===== src/rtl/vrd_pkg.sv =====
package vrd_pkg;
    localparam int VA_W      = 32;
    localparam int SEG_BITS  = 3;
    localparam int SMALL_OFS = 10;
    localparam int LARGE_OFS = 12;
    localparam int PPN_W     = VA_W - SMALL_OFS;

    typedef enum logic [2:0] {
        RGN_LOW = 3'd0,
        RGN_DC  = 3'd1,
        RGN_DU  = 3'd2,
        RGN_HI  = 3'd3,
        RGN_IO  = 3'd4
    } region_e;

    typedef struct packed {
        logic             hit;
        logic [PPN_W-1:0] ppn;
        logic             page_large;
        logic             cacheable;
    } tlb_res_t;

    typedef struct packed {
        logic            translated;
        logic            miss;
        logic [VA_W-1:0] paddr;
    } xlate_t;

    typedef struct packed {
        logic            pa_valid;
        logic            translated;
        logic            cacheable;
        logic            writethru;
        logic            onchip_io;
        logic            tlb_miss;
        logic            addr_err;
        logic [VA_W-1:0] paddr;
    } resp_t;

    function automatic region_e seg_to_region(input logic [SEG_BITS-1:0] seg);
        case (seg)
            3'b100:  return RGN_DC;
            3'b101:  return RGN_DU;
            3'b110:  return RGN_HI;
            3'b111:  return RGN_IO;
            default: return RGN_LOW;
        endcase
    endfunction

    function automatic logic [VA_W-1:0] strip_seg(input logic [VA_W-1:0] va);
        return {{SEG_BITS{1'b0}}, va[VA_W-SEG_BITS-1:0]};
    endfunction

    function automatic logic is_xlate_region(input region_e r);
        return (r == RGN_LOW) || (r == RGN_HI);
    endfunction
endpackage


===== src/rtl/vrd_region_dec.sv =====
module vrd_region_dec
    import vrd_pkg::*;
#(
    parameter int AW = VA_W
) (
    input  logic [AW-1:0] vaddr,
    input  logic          user,
    output region_e       region,
    output logic          priv_err
);
    always_comb begin
        region   = seg_to_region(vaddr[AW-1 -: SEG_BITS]);
        priv_err = user && vaddr[AW-1];
    end
endmodule


===== src/rtl/vrd_xlate.sv =====
module vrd_xlate
    import vrd_pkg::*;
#(
    parameter int AW     = VA_W,
    parameter int OFS_SM = SMALL_OFS,
    parameter int OFS_LG = LARGE_OFS
) (
    input  logic [AW-1:0] vaddr,
    input  region_e       region,
    input  logic          mmu_en,
    input  tlb_res_t      tlb,
    output xlate_t        xo
);
    localparam int PW  = AW - OFS_SM;
    localparam int GAP = OFS_LG - OFS_SM;

    logic [AW-1:0] pa_small;
    logic [AW-1:0] pa_large;
    logic          use_tlb;

    always_comb begin
        pa_small = {tlb.ppn, vaddr[OFS_SM-1:0]};
        pa_large = {tlb.ppn[PW-1:GAP], vaddr[OFS_LG-1:0]};
        use_tlb  = is_xlate_region(region) && mmu_en;

        xo = '0;
        if (region == RGN_IO) begin
            xo.paddr = vaddr;
        end else if (!use_tlb) begin
            xo.paddr = strip_seg(vaddr);
        end else if (tlb.hit) begin
            xo.translated = 1'b1;
            xo.paddr      = tlb.page_large ? pa_large : pa_small;
        end else begin
            xo.miss = 1'b1;
        end
    end
endmodule


===== src/rtl/vrd_attr.sv =====
module vrd_attr
    import vrd_pkg::*;
(
    input  region_e region,
    input  logic    translated,
    input  logic    cache_en,
    input  logic    wt_sel,
    input  logic    cb_sel,
    input  logic    page_cacheable,
    output logic    cacheable,
    output logic    writethru,
    output logic    onchip_io
);
    always_comb begin
        cacheable = 1'b0;
        writethru = 1'b0;
        onchip_io = 1'b0;
        unique case (region)
            RGN_LOW, RGN_HI: begin
                cacheable = cache_en && (!translated || page_cacheable);
                writethru = cacheable && wt_sel;
            end
            RGN_DC: begin
                cacheable = cache_en;
                writethru = cache_en && !cb_sel;
            end
            RGN_IO: onchip_io = 1'b1;
            default: ;
        endcase
    end
endmodule


===== src/rtl/vaddr_region_decoder.sv =====
module vaddr_region_decoder
    import vrd_pkg::*;
(
    input  logic              clk,
    input  logic              rst,
    input  logic              req_valid,
    input  logic [VA_W-1:0]   req_vaddr,
    input  logic              req_user,
    input  logic              mmu_en,
    input  logic              cache_en,
    input  logic              wt_sel,
    input  logic              cb_sel,
    input  logic              tlb_hit,
    input  logic [PPN_W-1:0]  tlb_ppn,
    input  logic              tlb_page_large,
    input  logic              tlb_cacheable,
    output logic              rsp_valid,
    output logic [VA_W-1:0]   rsp_paddr,
    output logic              rsp_pa_valid,
    output logic              rsp_translated,
    output logic              rsp_cacheable,
    output logic              rsp_writethru,
    output logic              rsp_onchip_io,
    output logic              rsp_tlb_miss,
    output logic              rsp_addr_err
);
    region_e  region;
    logic     priv_err;
    tlb_res_t tlb;
    xlate_t   xo;
    logic     a_cache;
    logic     a_wt;
    logic     a_io;
    resp_t    nxt;
    resp_t    cur;

    assign tlb = '{hit: tlb_hit, ppn: tlb_ppn, page_large: tlb_page_large,
                   cacheable: tlb_cacheable};

    vrd_region_dec #(.AW(VA_W)) u_rgn (
        .vaddr    (req_vaddr),
        .user     (req_user),
        .region   (region),
        .priv_err (priv_err)
    );

    vrd_xlate #(.AW(VA_W), .OFS_SM(SMALL_OFS), .OFS_LG(LARGE_OFS)) u_xl (
        .vaddr  (req_vaddr),
        .region (region),
        .mmu_en (mmu_en),
        .tlb    (tlb),
        .xo     (xo)
    );

    vrd_attr u_attr (
        .region         (region),
        .translated     (xo.translated),
        .cache_en       (cache_en),
        .wt_sel         (wt_sel),
        .cb_sel         (cb_sel),
        .page_cacheable (tlb_cacheable),
        .cacheable      (a_cache),
        .writethru      (a_wt),
        .onchip_io      (a_io)
    );

    always_comb begin
        nxt = '0;
        if (priv_err) begin
            nxt.addr_err = 1'b1;
        end else if (xo.miss) begin
            nxt.tlb_miss = 1'b1;
        end else begin
            nxt.pa_valid   = 1'b1;
            nxt.translated = xo.translated;
            nxt.cacheable  = a_cache;
            nxt.writethru  = a_wt;
            nxt.onchip_io  = a_io;
            nxt.paddr      = xo.paddr;
        end
    end

    always_ff @(posedge clk) begin
        if (rst) begin
            cur       <= '0;
            rsp_valid <= 1'b0;
        end else begin
            rsp_valid <= req_valid;
            if (req_valid) cur <= nxt;
        end
    end

    assign rsp_paddr      = cur.paddr;
    assign rsp_pa_valid   = cur.pa_valid;
    assign rsp_translated = cur.translated;
    assign rsp_cacheable  = cur.cacheable;
    assign rsp_writethru  = cur.writethru;
    assign rsp_onchip_io  = cur.onchip_io;
    assign rsp_tlb_miss   = cur.tlb_miss;
    assign rsp_addr_err   = cur.addr_err;
endmodule


===== config.mk =====
export PLATFORM = sky130hd
export DESIGN_NAME = vaddr_region_decoder
export DESIGN_NICKNAME = d
export VERILOG_FILES = /design/src/rtl/vrd_pkg.sv /design/src/rtl/vrd_region_dec.sv /design/src/rtl/vrd_xlate.sv /design/src/rtl/vrd_attr.sv /design/src/rtl/vaddr_region_decoder.sv
export SDC_FILE = /design/constraint.sdc
export NUM_CORES = 1
export LEC_CHECK = 0
export ABC_CLOCK_PERIOD_IN_PS = 1650
export BUFFER_PORTS_ARGS = -buffer_cell sky130_fd_sc_hd__buf_4
export CAP_MARGIN = 40
export CORE_ASPECT_RATIO = 1.2
export CORE_MARGIN = 1.5
export CORE_UTILIZATION = 40
export DETAILED_ROUTE_END_ITERATION = 8
export HOLD_SLACK_MARGIN = 0.12
export PLACE_DENSITY = 0.85
export SLEW_MARGIN = 20
export SYNTH_ARGS = -nofsm -noshare
export SYNTH_HDL_FRONTEND = slang
export SYNTH_SLANG_ARGS = --single-unit

===== constraint.sdc =====
create_clock -name clk -period 1.65 [get_ports clk]
set_input_delay 0.165 -clock clk [delete_from_list [all_inputs] [get_ports clk]]
set_output_delay 0.165 -clock clk [all_outputs]
set_load 0.005 [all_outputs]

==> flow_metrics.py, run 1 <==
metrics = {
    "timing": {
        "setup_slack_ps": 447,
        "max_freq_mhz": 831,
        "hold-worst-slack_ps": 140,
        "fin_worst_skew_ps": 0,
        "slew_headroom": 0.761,
        "fin_crit_ps": 1200,
        "final.period_utilization": 0.729,
        "worstMarginPinSlew_ps": 357,
        "fin_tns_setup_ps": 0,
        "setup_viol": 0,
        "rsz0062_at_grt": "no",
        "hold_viol_final": 0,
        "slew_viol_final": 0,
    },
    "layout": {
        "area_growth_syn_to_layout_pct": 72.4,
        "fillers": 268,
        "num_antenna_cells": 0,
        "layout_commonest_cell": "buf_4",
        "multi_input_area_um2": 742,
        "drive_above_1_share": 0.390,
        "seqCellArea_um2": 801,
        "fin_nets": 379,
        "final_cell_mix": "110 x buf_4, 40 x dfxtp_1, 34 x nand3_1",
    },
    "grt": {
        "antenna_found_initial": 0,
        "grt_pass1_vias": 1892,
        "grt_max_degree": 35,
        "grt-ovfl-total": 0,
        "grt_pass1_wl_mm": 8.58,
        "track_usage": 0.256,
    },
    "floorplan": {
        "ios": 105,
        "die_h_um": 73.2,
        "core_area_um2": 3940,
        "die_w_um": 61.5,
        "start_util": 0.417,
        "row_count": 25,
        "dieArea_um2": 4500,
    },
    "detailed_routing": {
        "totalWireLength_mm": 6.21,
        "wl_per_cell_um": 16.8,
        "drt_first_pass_iters": 4,
        "drt_iter0_markers": 132,
        "viasPerCell": 5.50,
        "drc": 0,
        "via_count": 2028,
        "drtAntennaViolNets": 0,
    },
    "setup_path": {
        "crit_start": "rst",
        "slowest_delay_ps": 330,
        "rr_startpoint": "rsp_paddr[10]",
        "r2r_setup_slack_ps": 900,
        "cp_max_fo": 34,
        "crit_required_ps": 1870,
        "end_kind": "flip-flop",
        "critPathBufInv": 2,
        "critical_path_arrival_ps": 1420,
        "cp-start-kind": "input port",
        "path_cells": "buf_4 > and2b_1 > a21boi_4 > buf_4 > nand4_1 > nand3_1",
        "cpMostUsedCell": "buf_4",
        "critPathKind": "in -> reg",
        "path_delay_family": "simple AND/OR/NAND/NOR gates",
        "crit_path_top_delay_cell": "buf_4",
    },
    "worst_hold_path": {
        "hp-start": "tlb_ppn[7]",
        "hp-class": "in -> reg",
    },
    "clock_network": {
        "clock-sinks": 40,
        "tritoncts": "yes",
        "htree_num_levels": 2,
        "cts_buffer_depth": 2,
        "postCtsSetupBuffers": 0,
        "clock_latency_ps": 280,
        "ctsRootBufferMaster": "clkbuf_8",
        "path_clk_slew_ps": 80,
        "numCtsBuffers": 5,
        "cts.repair.resized": 0,
    },
    "run_status": {
        "outcome": "finished clean",
    },
    "yosys": {
        "synth.largest_area_cell": "dfxtp_1",
        "synth_top_area_frac": 0.487,
        "netlist_area_um2": 1640,
        "synth-seq-cells": 40,
        "syn_area_per_cell_um2": 8.79,
        "synth_area_leaders": "dfxtp_1 49%, nand3_1 10%, nand4_1 8.4%",
        "ys.warnings.count": 0,
        "synth_cell_types": 30,
        "synth_nets": 252,
        "synth_cells": 187,
        "synth_seq_area_share": 0.487,
    },
    "place": {
        "gp_congestion": 0.783,
        "port_buffers": 104,
        "post-dp-hpwl_mm": 3.64,
        "place_worst_setup_slack_ps": 278,
    },
    "power": {
        "total_power_mw": 2.27,
        "peakVddDrop_mv": 0.495,
        "p_leak_nw": 1.30,
        "p_per_area_nw_per_um2": 800,
    },
    "job": {
        "maxCapViolCount": 0,
    },
}
[layer usage]
metal / up-vias / track usage / share of wire
met1: 932 / 0.272 / 0.38
met5: - / 0 / 0
met3: 25 / 0.0904 / 0.10
li1: 944 / - / -
met2: 127 / 0.457 / 0.49
met4: 0 / 0.0827 / 0.026
[power by group]
| part | internal (mW) | total (mW) | switching [mW] |
|---|---|---|---|
| clock | 0.448 | 0.787 | 0.339 |
| combinational | 0.252 | 0.437 | 0.186 |
| sequential | 1.01 | 1.04 | 0.0285 |
| total | 1.71 | 2.27 | 0.553 |
[timing repair]
action	in CTS	in global routing
hold buffers	27	0
setup endpoints to repair	0	0
endpoints found under the hold margin	27	0
[final cells by class]
type | count | share of cell area
repair buffers | 137 | 0.387
flip-flops and latches | 40 | 0.283
multi-input cells | 126 | 0.262
clock buffers | 5 | 0.0243
well taps | 54 | 0.0239
clock inverters | 3 | 0.0150
inverters | 4 | 0.00530
[per-stage QoR]
stage          instances   util  area, µm²
2_1_floorplan        187      -       1640
3_3_place_gp         334  0.622       2450
3_5_place_dp         334  0.622       2450
4_1_cts              369  0.719       2830
5_1_grt              369  0.719       2830
6_report             369  0.719       2830
[sequential cells by signal, summed over array words and instances, names as in the netlist]
name	flops
rsp_paddr	32
rsp_addr_err	1
rsp_cacheable	1
rsp_onchip_io	1
rsp_pa_valid	1
rsp_tlb_miss	1
rsp_translated	1
rsp_valid	1
rsp_writethru	1
[worst paths after layout]
path | endpoint | cells past startpoint
worst max-delay path | rsp_paddr[14] | 6
worst min-delay path | rsp_paddr[17] | 3
worst max register to register | rsp_paddr[10] | 2
worst min register to register | rsp_cacheable | 1
[logic make-up (layout without fill, tap and decap cells)]
| kind of cell | count (synthesis) | count (layout) | synth area share |
|---|---|---|---|
| flip-flops | 40 | 40 | 0.487 |
| AND/OR/NAND/NOR | 91 | 91 | 0.276 |
| AO/OA/AOI/OAI | 35 | 35 | 0.174 |
| buffers and inverters | 21 | 149 | 0.0624 |
[worst register-to-register path, stage by stage (launching register included)]
cell,delay (ps)
dfxtp_1,370
a21oi_1,80
a311oi_1,220
[synth_stat cells]
library cell	number
nand4_1	22
a31oi_1	4
a32o_1	2
a32oi_1	3
inv_1	2
a21oi_1	4
o221ai_1	1
a21boi_4	2
o22ai_1	1
a22o_1	10
buf_4	2
o21a_2	1
buf_6	1
a311oi_1	1
clkinv_1	1
nor2_1	6
nand2_1	24
o21ai_1	3
and2_1	1
inv_2	1
nand3b_1	1
o41ai_1	1
buf_2	7
and2b_1	2
nor3_1	1
clkbuf_1	7
nand3_1	34
dfxtp_1	40
a21boi_0	1
o21ai_0	1
Note: power is estimated with default switching activity, not from simulation.
==> run 2: changes to the inputs <==
--- a/config.mk
+++ b/config.mk
@@ -5,12 +5,12 @@
 export SDC_FILE = /design/constraint.sdc
 export NUM_CORES = 1
 export LEC_CHECK = 0
-export ABC_CLOCK_PERIOD_IN_PS = 1650
+export ABC_CLOCK_PERIOD_IN_PS = 1100
 export BUFFER_PORTS_ARGS = -buffer_cell sky130_fd_sc_hd__buf_4
 export CAP_MARGIN = 40
 export CORE_ASPECT_RATIO = 1.2
 export CORE_MARGIN = 1.5
-export CORE_UTILIZATION = 40
+export CORE_UTILIZATION = 38
 export DETAILED_ROUTE_END_ITERATION = 8
 export HOLD_SLACK_MARGIN = 0.12
 export PLACE_DENSITY = 0.85
==> constraint.sdc (replaced) <==
create_clock -name clk -period 1.1 [get_ports clk]
set_input_delay 0.11 -clock clk [delete_from_list [all_inputs] [get_ports clk]]
set_output_delay 0.11 -clock clk [all_outputs]
set_load 0.005 [all_outputs]
==> flow_metrics.py, run 2 (synthesis gave the netlist of run 1 again) <==
metrics = {
    "setup_path": {
        "crit_path_top_delay_cell": "a21boi_4",
        "end_kind": "flip-flop",
        "reg2regPathDepth": 2,
        "r2r_setup_slack_ps": 360,
        "path_delay_family": "compound AO/OA/AOI/OAI gates",
        "cp_max_fo": 10,
        "crit_start": "rst",
        "rr_startpoint": "rsp_paddr[10]",
        "r2r_end": "rsp_paddr[10]",
        "worst-path-stages": 6,
        "path_cells": "buf_4 > and2b_1 > a21boi_4 > a21boi_4 > buf_12 > a22o_1",
        "crit_required_ps": 1330,
        "critPathBufInv": 2,
        "critPathKind": "in -> reg",
        "critical_path_arrival_ps": 1180,
        "cp-start-kind": "input port",
        "cpMostUsedCell": "a21boi_4",
        "slowest_delay_ps": 260,
    },
    "worst_hold_path": {
        "min_to": "rsp_paddr[29]",
        "hp-start": "tlb_ppn[19]",
        "hold_depth": 3,
        "hp-class": "in -> reg",
    },
    "timing": {
        "hold_viol_final": 0,
        "max_freq_mhz": 1050,
        "slew_viol_final": 0,
        "fin_tns_setup_ps": 0,
        "rsz0062_at_grt": "no",
        "final.period_utilization": 0.865,
        "fin_worst_skew_ps": 0,
        "fin_crit_ps": 952,
        "worstMarginPinSlew_ps": 362,
        "slew_headroom": 0.756,
        "setup_viol": 0,
    },
    "power": {
        "peakVddDrop_mv": 0.936,
        "p_per_area_nw_per_um2": 1040,
        "total_power_mw": 3.26,
        "p_leak_nw": 1.45,
    },
    "layout": {
        "design_area_um2": 3140,
        "area_growth_syn_to_layout_pct": 91.2,
        "fin_nets": 411,
        "largest_register_ffs": 32,
        "postLayoutCoreUtil": 0.749,
        "final_cell_mix": "118 x buf_4, 47 x dlygate4sd3_1, 40 x dfxtp_1",
        "drive_above_1_share": 0.384,
        "num_antenna_cells": 0,
        "layout_commonest_cell": "buf_4",
    },
    "detailed_routing": {
        "viasPerCell": 5.20,
        "via_count": 2089,
        "drtAntennaViolNets": 0,
        "drt_first_pass_iters": 4,
        "totalWireLength_mm": 6.19,
        "drt_iter0_markers": 251,
        "drc": 0,
        "wl_per_cell_um": 15.4,
    },
    "grt": {
        "grt_pass1_wl_mm": 9.34,
        "grt_max_degree": 35,
        "grt_pass1_vias": 2008,
        "track_usage": 0.254,
        "grt-ovfl-total": 0,
        "antenna_found_initial": 0,
    },
    "floorplan": {
        "start_util": 0.391,
        "ios": 105,
        "die_h_um": 75.0,
        "die_w_um": 63.0,
        "dieArea_um2": 4730,
        "row_count": 26,
        "core_area_um2": 4200,
    },
    "clock_network": {
        "clock-sinks": 40,
        "postCtsSetupBuffers": 0,
        "tritoncts": "yes",
        "path_clk_slew_ps": 80,
        "htree_num_levels": 2,
        "ctsRootBufferMaster": "clkbuf_8",
        "numCtsBuffers": 5,
        "cts_buffer_depth": 2,
        "clock_latency_ps": 280,
        "cts.repair.resized": 0,
    },
    "place": {
        "post-dp-hpwl_mm": 3.60,
        "placed_cell_area_um2": 2590,
        "port_buffers": 104,
        "gp_congestion": 0.794,
    },
    "run_status": {
        "outcome": "finished clean",
    },
    "job": {
        "maxCapViolCount": 0,
    },
}
## run 2: cell count changes in the layout (fill, tap and decap cells not counted)
| cell | delta |
|---|---|
| buf_12 | +4 |
| bufinv_16 | -1 |
| clkbuf_1 | +1 |
| buf_4 | +8 |
| dlygate4sd3_1 | +20 |
| clkinvlp_4 | -1 |
## run 2: worst max path at each step
stage                                 to  slack, ps
after global placement    rsp_translated        -80
after global routing       rsp_paddr[10]         70
after floorplan             rsp_tlb_miss         40
after detailed placement    rsp_tlb_miss       -130
after CTS                   rsp_paddr[8]        170
final                       rsp_paddr[1]        150
## run 2: power breakdown
| part | total, mW | internal, mW | switching [mW] |
|---|---|---|---|
| logic | 0.769 | 0.474 | 0.295 |
| registers | 1.56 | 1.52 | 0.0418 |
| clock network | 0.926 | 0.432 | 0.494 |
| total | 3.26 | 2.43 | 0.831 |
## run 2: repair_timing
action                     CTS  global route
hold buffers                47             0
hold endpoints to repair    30             0
setup endpoints to repair    0             0
## run 2: cell type report
type                       count  area [µm²]
clock buffer                   6        72.6
clock inverter                 1        5.00
fill                         283        1050
inverter                       4        15.0
multi-input combinational    126         742
sequential                    40         801
tap                           56        70.1
timing repair buffer         169        1440
## run 2: tightest hold or removal path, stage by stage
cell and delay, ps:
buf_4 110, nand4_1 70, a31oi_1 70
## run 2: per-layer routing
| layer | vias to the layer above | global-route usage | routed length, µm |
|---|---|---|---|
| met4 | 0 | 0.0963 | 160 |
| met3 | 16 | 0.0688 | 519 |
| met5 | - | 0 | 0 |
| li1 | 1006 | - | - |
| met1 | 944 | 0.284 | 2400 |
| met2 | 123 | 0.468 | 3110 |
## run 2: stage by stage
step	setup slack [ps]	instances	hold slack (ps)
after detailed placement	-132	348	324
after floorplan	44.1	187	236
final	148	402	122
after global routing	65.6	402	139
after CTS	168	402	122
after global placement	-82.5	348	320
==> run 3: changes to the inputs <==
--- a/config.mk
+++ b/config.mk
@@ -10,10 +10,11 @@
 export CAP_MARGIN = 40
 export CORE_ASPECT_RATIO = 1.2
 export CORE_MARGIN = 1.5
-export CORE_UTILIZATION = 38
+export CORE_UTILIZATION = 39
+export CTS_BUF_LIST = sky130_fd_sc_hd__clkbuf_8
 export DETAILED_ROUTE_END_ITERATION = 8
 export HOLD_SLACK_MARGIN = 0.12
-export PLACE_DENSITY = 0.85
+export PLACE_DENSITY = 0.87
 export SLEW_MARGIN = 20
 export SYNTH_ARGS = -nofsm -noshare
 export SYNTH_HDL_FRONTEND = slang
==> flow_metrics.py, run 3 (synthesis gave the netlist of run 1 again) <==
metrics = {
    "setup_path": {
        "critPathKind": "in -> reg",
        "cp-start-kind": "input port",
        "critical_path_arrival_ps": 1220,
        "end_kind": "flip-flop",
        "crit_start": "rst",
        "reg2regPathDepth": 2,
        "cp_max_fo": 10,
        "crit_required_ps": 1320,
        "rr_startpoint": "rsp_paddr[10]",
    },
    "clock_network": {
        "path_clk_slew_ps": 80,
        "ctsRootBufferMaster": "clkbuf_8",
        "postCtsSetupBuffers": 0,
        "clock_latency_ps": 280,
        "cts_buffer_depth": 2,
        "htree_num_levels": 2,
        "numCtsBuffers": 5,
        "clock-sinks": 40,
        "tritoncts": "yes",
    },
    "worst_hold_path": {
        "hp-class": "in -> reg",
        "hp-start": "tlb_ppn[19]",
        "hold_depth": 3,
    },
    "timing": {
        "rsz0062_at_grt": "no",
        "slew_viol_final": 0,
        "max_freq_mhz": 1000,
        "worstMarginPinSlew_ps": 332,
        "hold_viol_final": 0,
        "setup_viol": 0,
        "hold-worst-slack_ps": 129,
        "fin_worst_skew_ps": 0,
        "final.period_utilization": 0.908,
        "slew_headroom": 0.776,
        "fin_tns_setup_ps": 0,
        "fin_crit_ps": 999,
    },
    "layout": {
        "area_growth_syn_to_layout_pct": 95.1,
        "final_cell_mix": "115 x buf_4, 47 x dlygate4sd3_1, 40 x dfxtp_1",
        "num_antenna_cells": 0,
        "design_area_um2": 3210,
        "fin_nets": 410,
        "instances_no_fill": 400,
        "largest_register_ffs": 32,
        "drive_above_1_share": 0.387,
        "layout_commonest_cell": "buf_4",
    },
    "power": {
        "total_power_mw": 3.68,
        "switching_share": 0.237,
        "power_switching_mw": 0.872,
        "pwr-share-clk": 0.355,
        "p_leak_nw": 1.48,
        "peakVddDrop_mv": 0.774,
        "p_per_area_nw_per_um2": 1150,
        "combPwrFrac": 0.217,
        "p_int_mw": 2.81,
        "seq_power_share": 0.427,
    },
    "detailed_routing": {
        "viasPerCell": 5.64,
        "drt_iter0_markers": 238,
        "drc": 0,
        "wl_per_cell_um": 18.1,
        "drtAntennaViolNets": 0,
        "totalWireLength_mm": 7.25,
        "drt_first_pass_iters": 6,
        "via_count": 2256,
    },
    "run_status": {
        "outcome": "finished clean",
    },
    "grt": {
        "grt_pass1_wl_mm": 11.4,
        "grt_pass1_vias": 2276,
        "grt-ovfl-total": 0,
        "grt_max_degree": 35,
        "antenna_found_initial": 0,
        "track_usage": 0.314,
    },
    "place": {
        "port_buffers": 104,
        "dp.cells": 345,
        "post-dp-hpwl_mm": 3.75,
        "placed_cell_area_um2": 2610,
        "gp_congestion": 0.729,
    },
    "floorplan": {
        "row_count": 25,
        "die_w_um": 62.2,
        "start_util": 0.410,
        "die_h_um": 74.1,
        "dieArea_um2": 4610,
        "ios": 105,
        "core_area_um2": 4000,
    },
    "job": {
        "maxCapViolCount": 0,
    },
}
==> run 3: cell types whose count changed in the layout (fill, tap and decap cells not counted) <==
| cell | delta |
|---|---|
| buf_4 | -3 |
| buf_12 | +2 |
| clkbuf_8 | +2 |
| bufinv_16 | +1 |
| clkbuf_1 | -1 |
| clkinv_2 | -1 |
==> run 3: worst paths after layout <==
check | to | slack, ps
worst min-delay path | rsp_paddr[29] | 130
worst min register to register | rsp_pa_valid | 470
worst max register to register | rsp_paddr[10] | 370
worst max-delay path | rsp_paddr[7] | 100
==> run 3: cell type report <==
type	count	area, µm²
Fill cell	226	798
Timing Repair Buffer	168	1450
Inverter	4	15.0
Sequential cell	40	801
Multi-Input combinational cell	126	742
Clock inverter	1	30.0
Clock buffer	7	96.3
Tap cell	54	67.6
==> run 3: power groups by stage <==
stage | clock network [mW] | registers [mW] | logic (mW)
floorplan | 0 | 1.60 | 0.207
global placement | 0 | 1.59 | 0.618
detailed placement | 0 | 1.60 | 0.630
CTS | 1.30 | 1.56 | 0.763
global route | 1.39 | 1.58 | 0.846
finish | 1.31 | 1.57 | 0.800
==> run 3: layer usage <==
layer / track usage / vias to the layer above / wire length, µm
met5: 0 / - / 0
met4: 0.200 / 0 / 445
li1: - / 1007 / -
met1: 0.349 / 1038 / 2700
met3: 0.0877 / 42 / 684
met2: 0.542 / 169 / 3420
==> run 3: what timing repair did <==
item,CTS,global route
setup endpoints to repair,0,0
gates resized for setup,0,0
endpoints found under the hold margin,29,1
hold buffers,46,1
==> run 3: metrics by stage <==
stage               utilization  worst slack (ps)
detailed placement        0.652              -136
global placement          0.652             -71.8
finish                    0.801               101
global route              0.801              77.3
floorplan                     -              44.1
CTS                       0.798               159
==> run 3: worst max-delay path: stages <==
cell	delay, ps
buf_4	110
and2b_1	190
a21boi_4	210
a21boi_4	260
buf_12	150
a22o_1	180
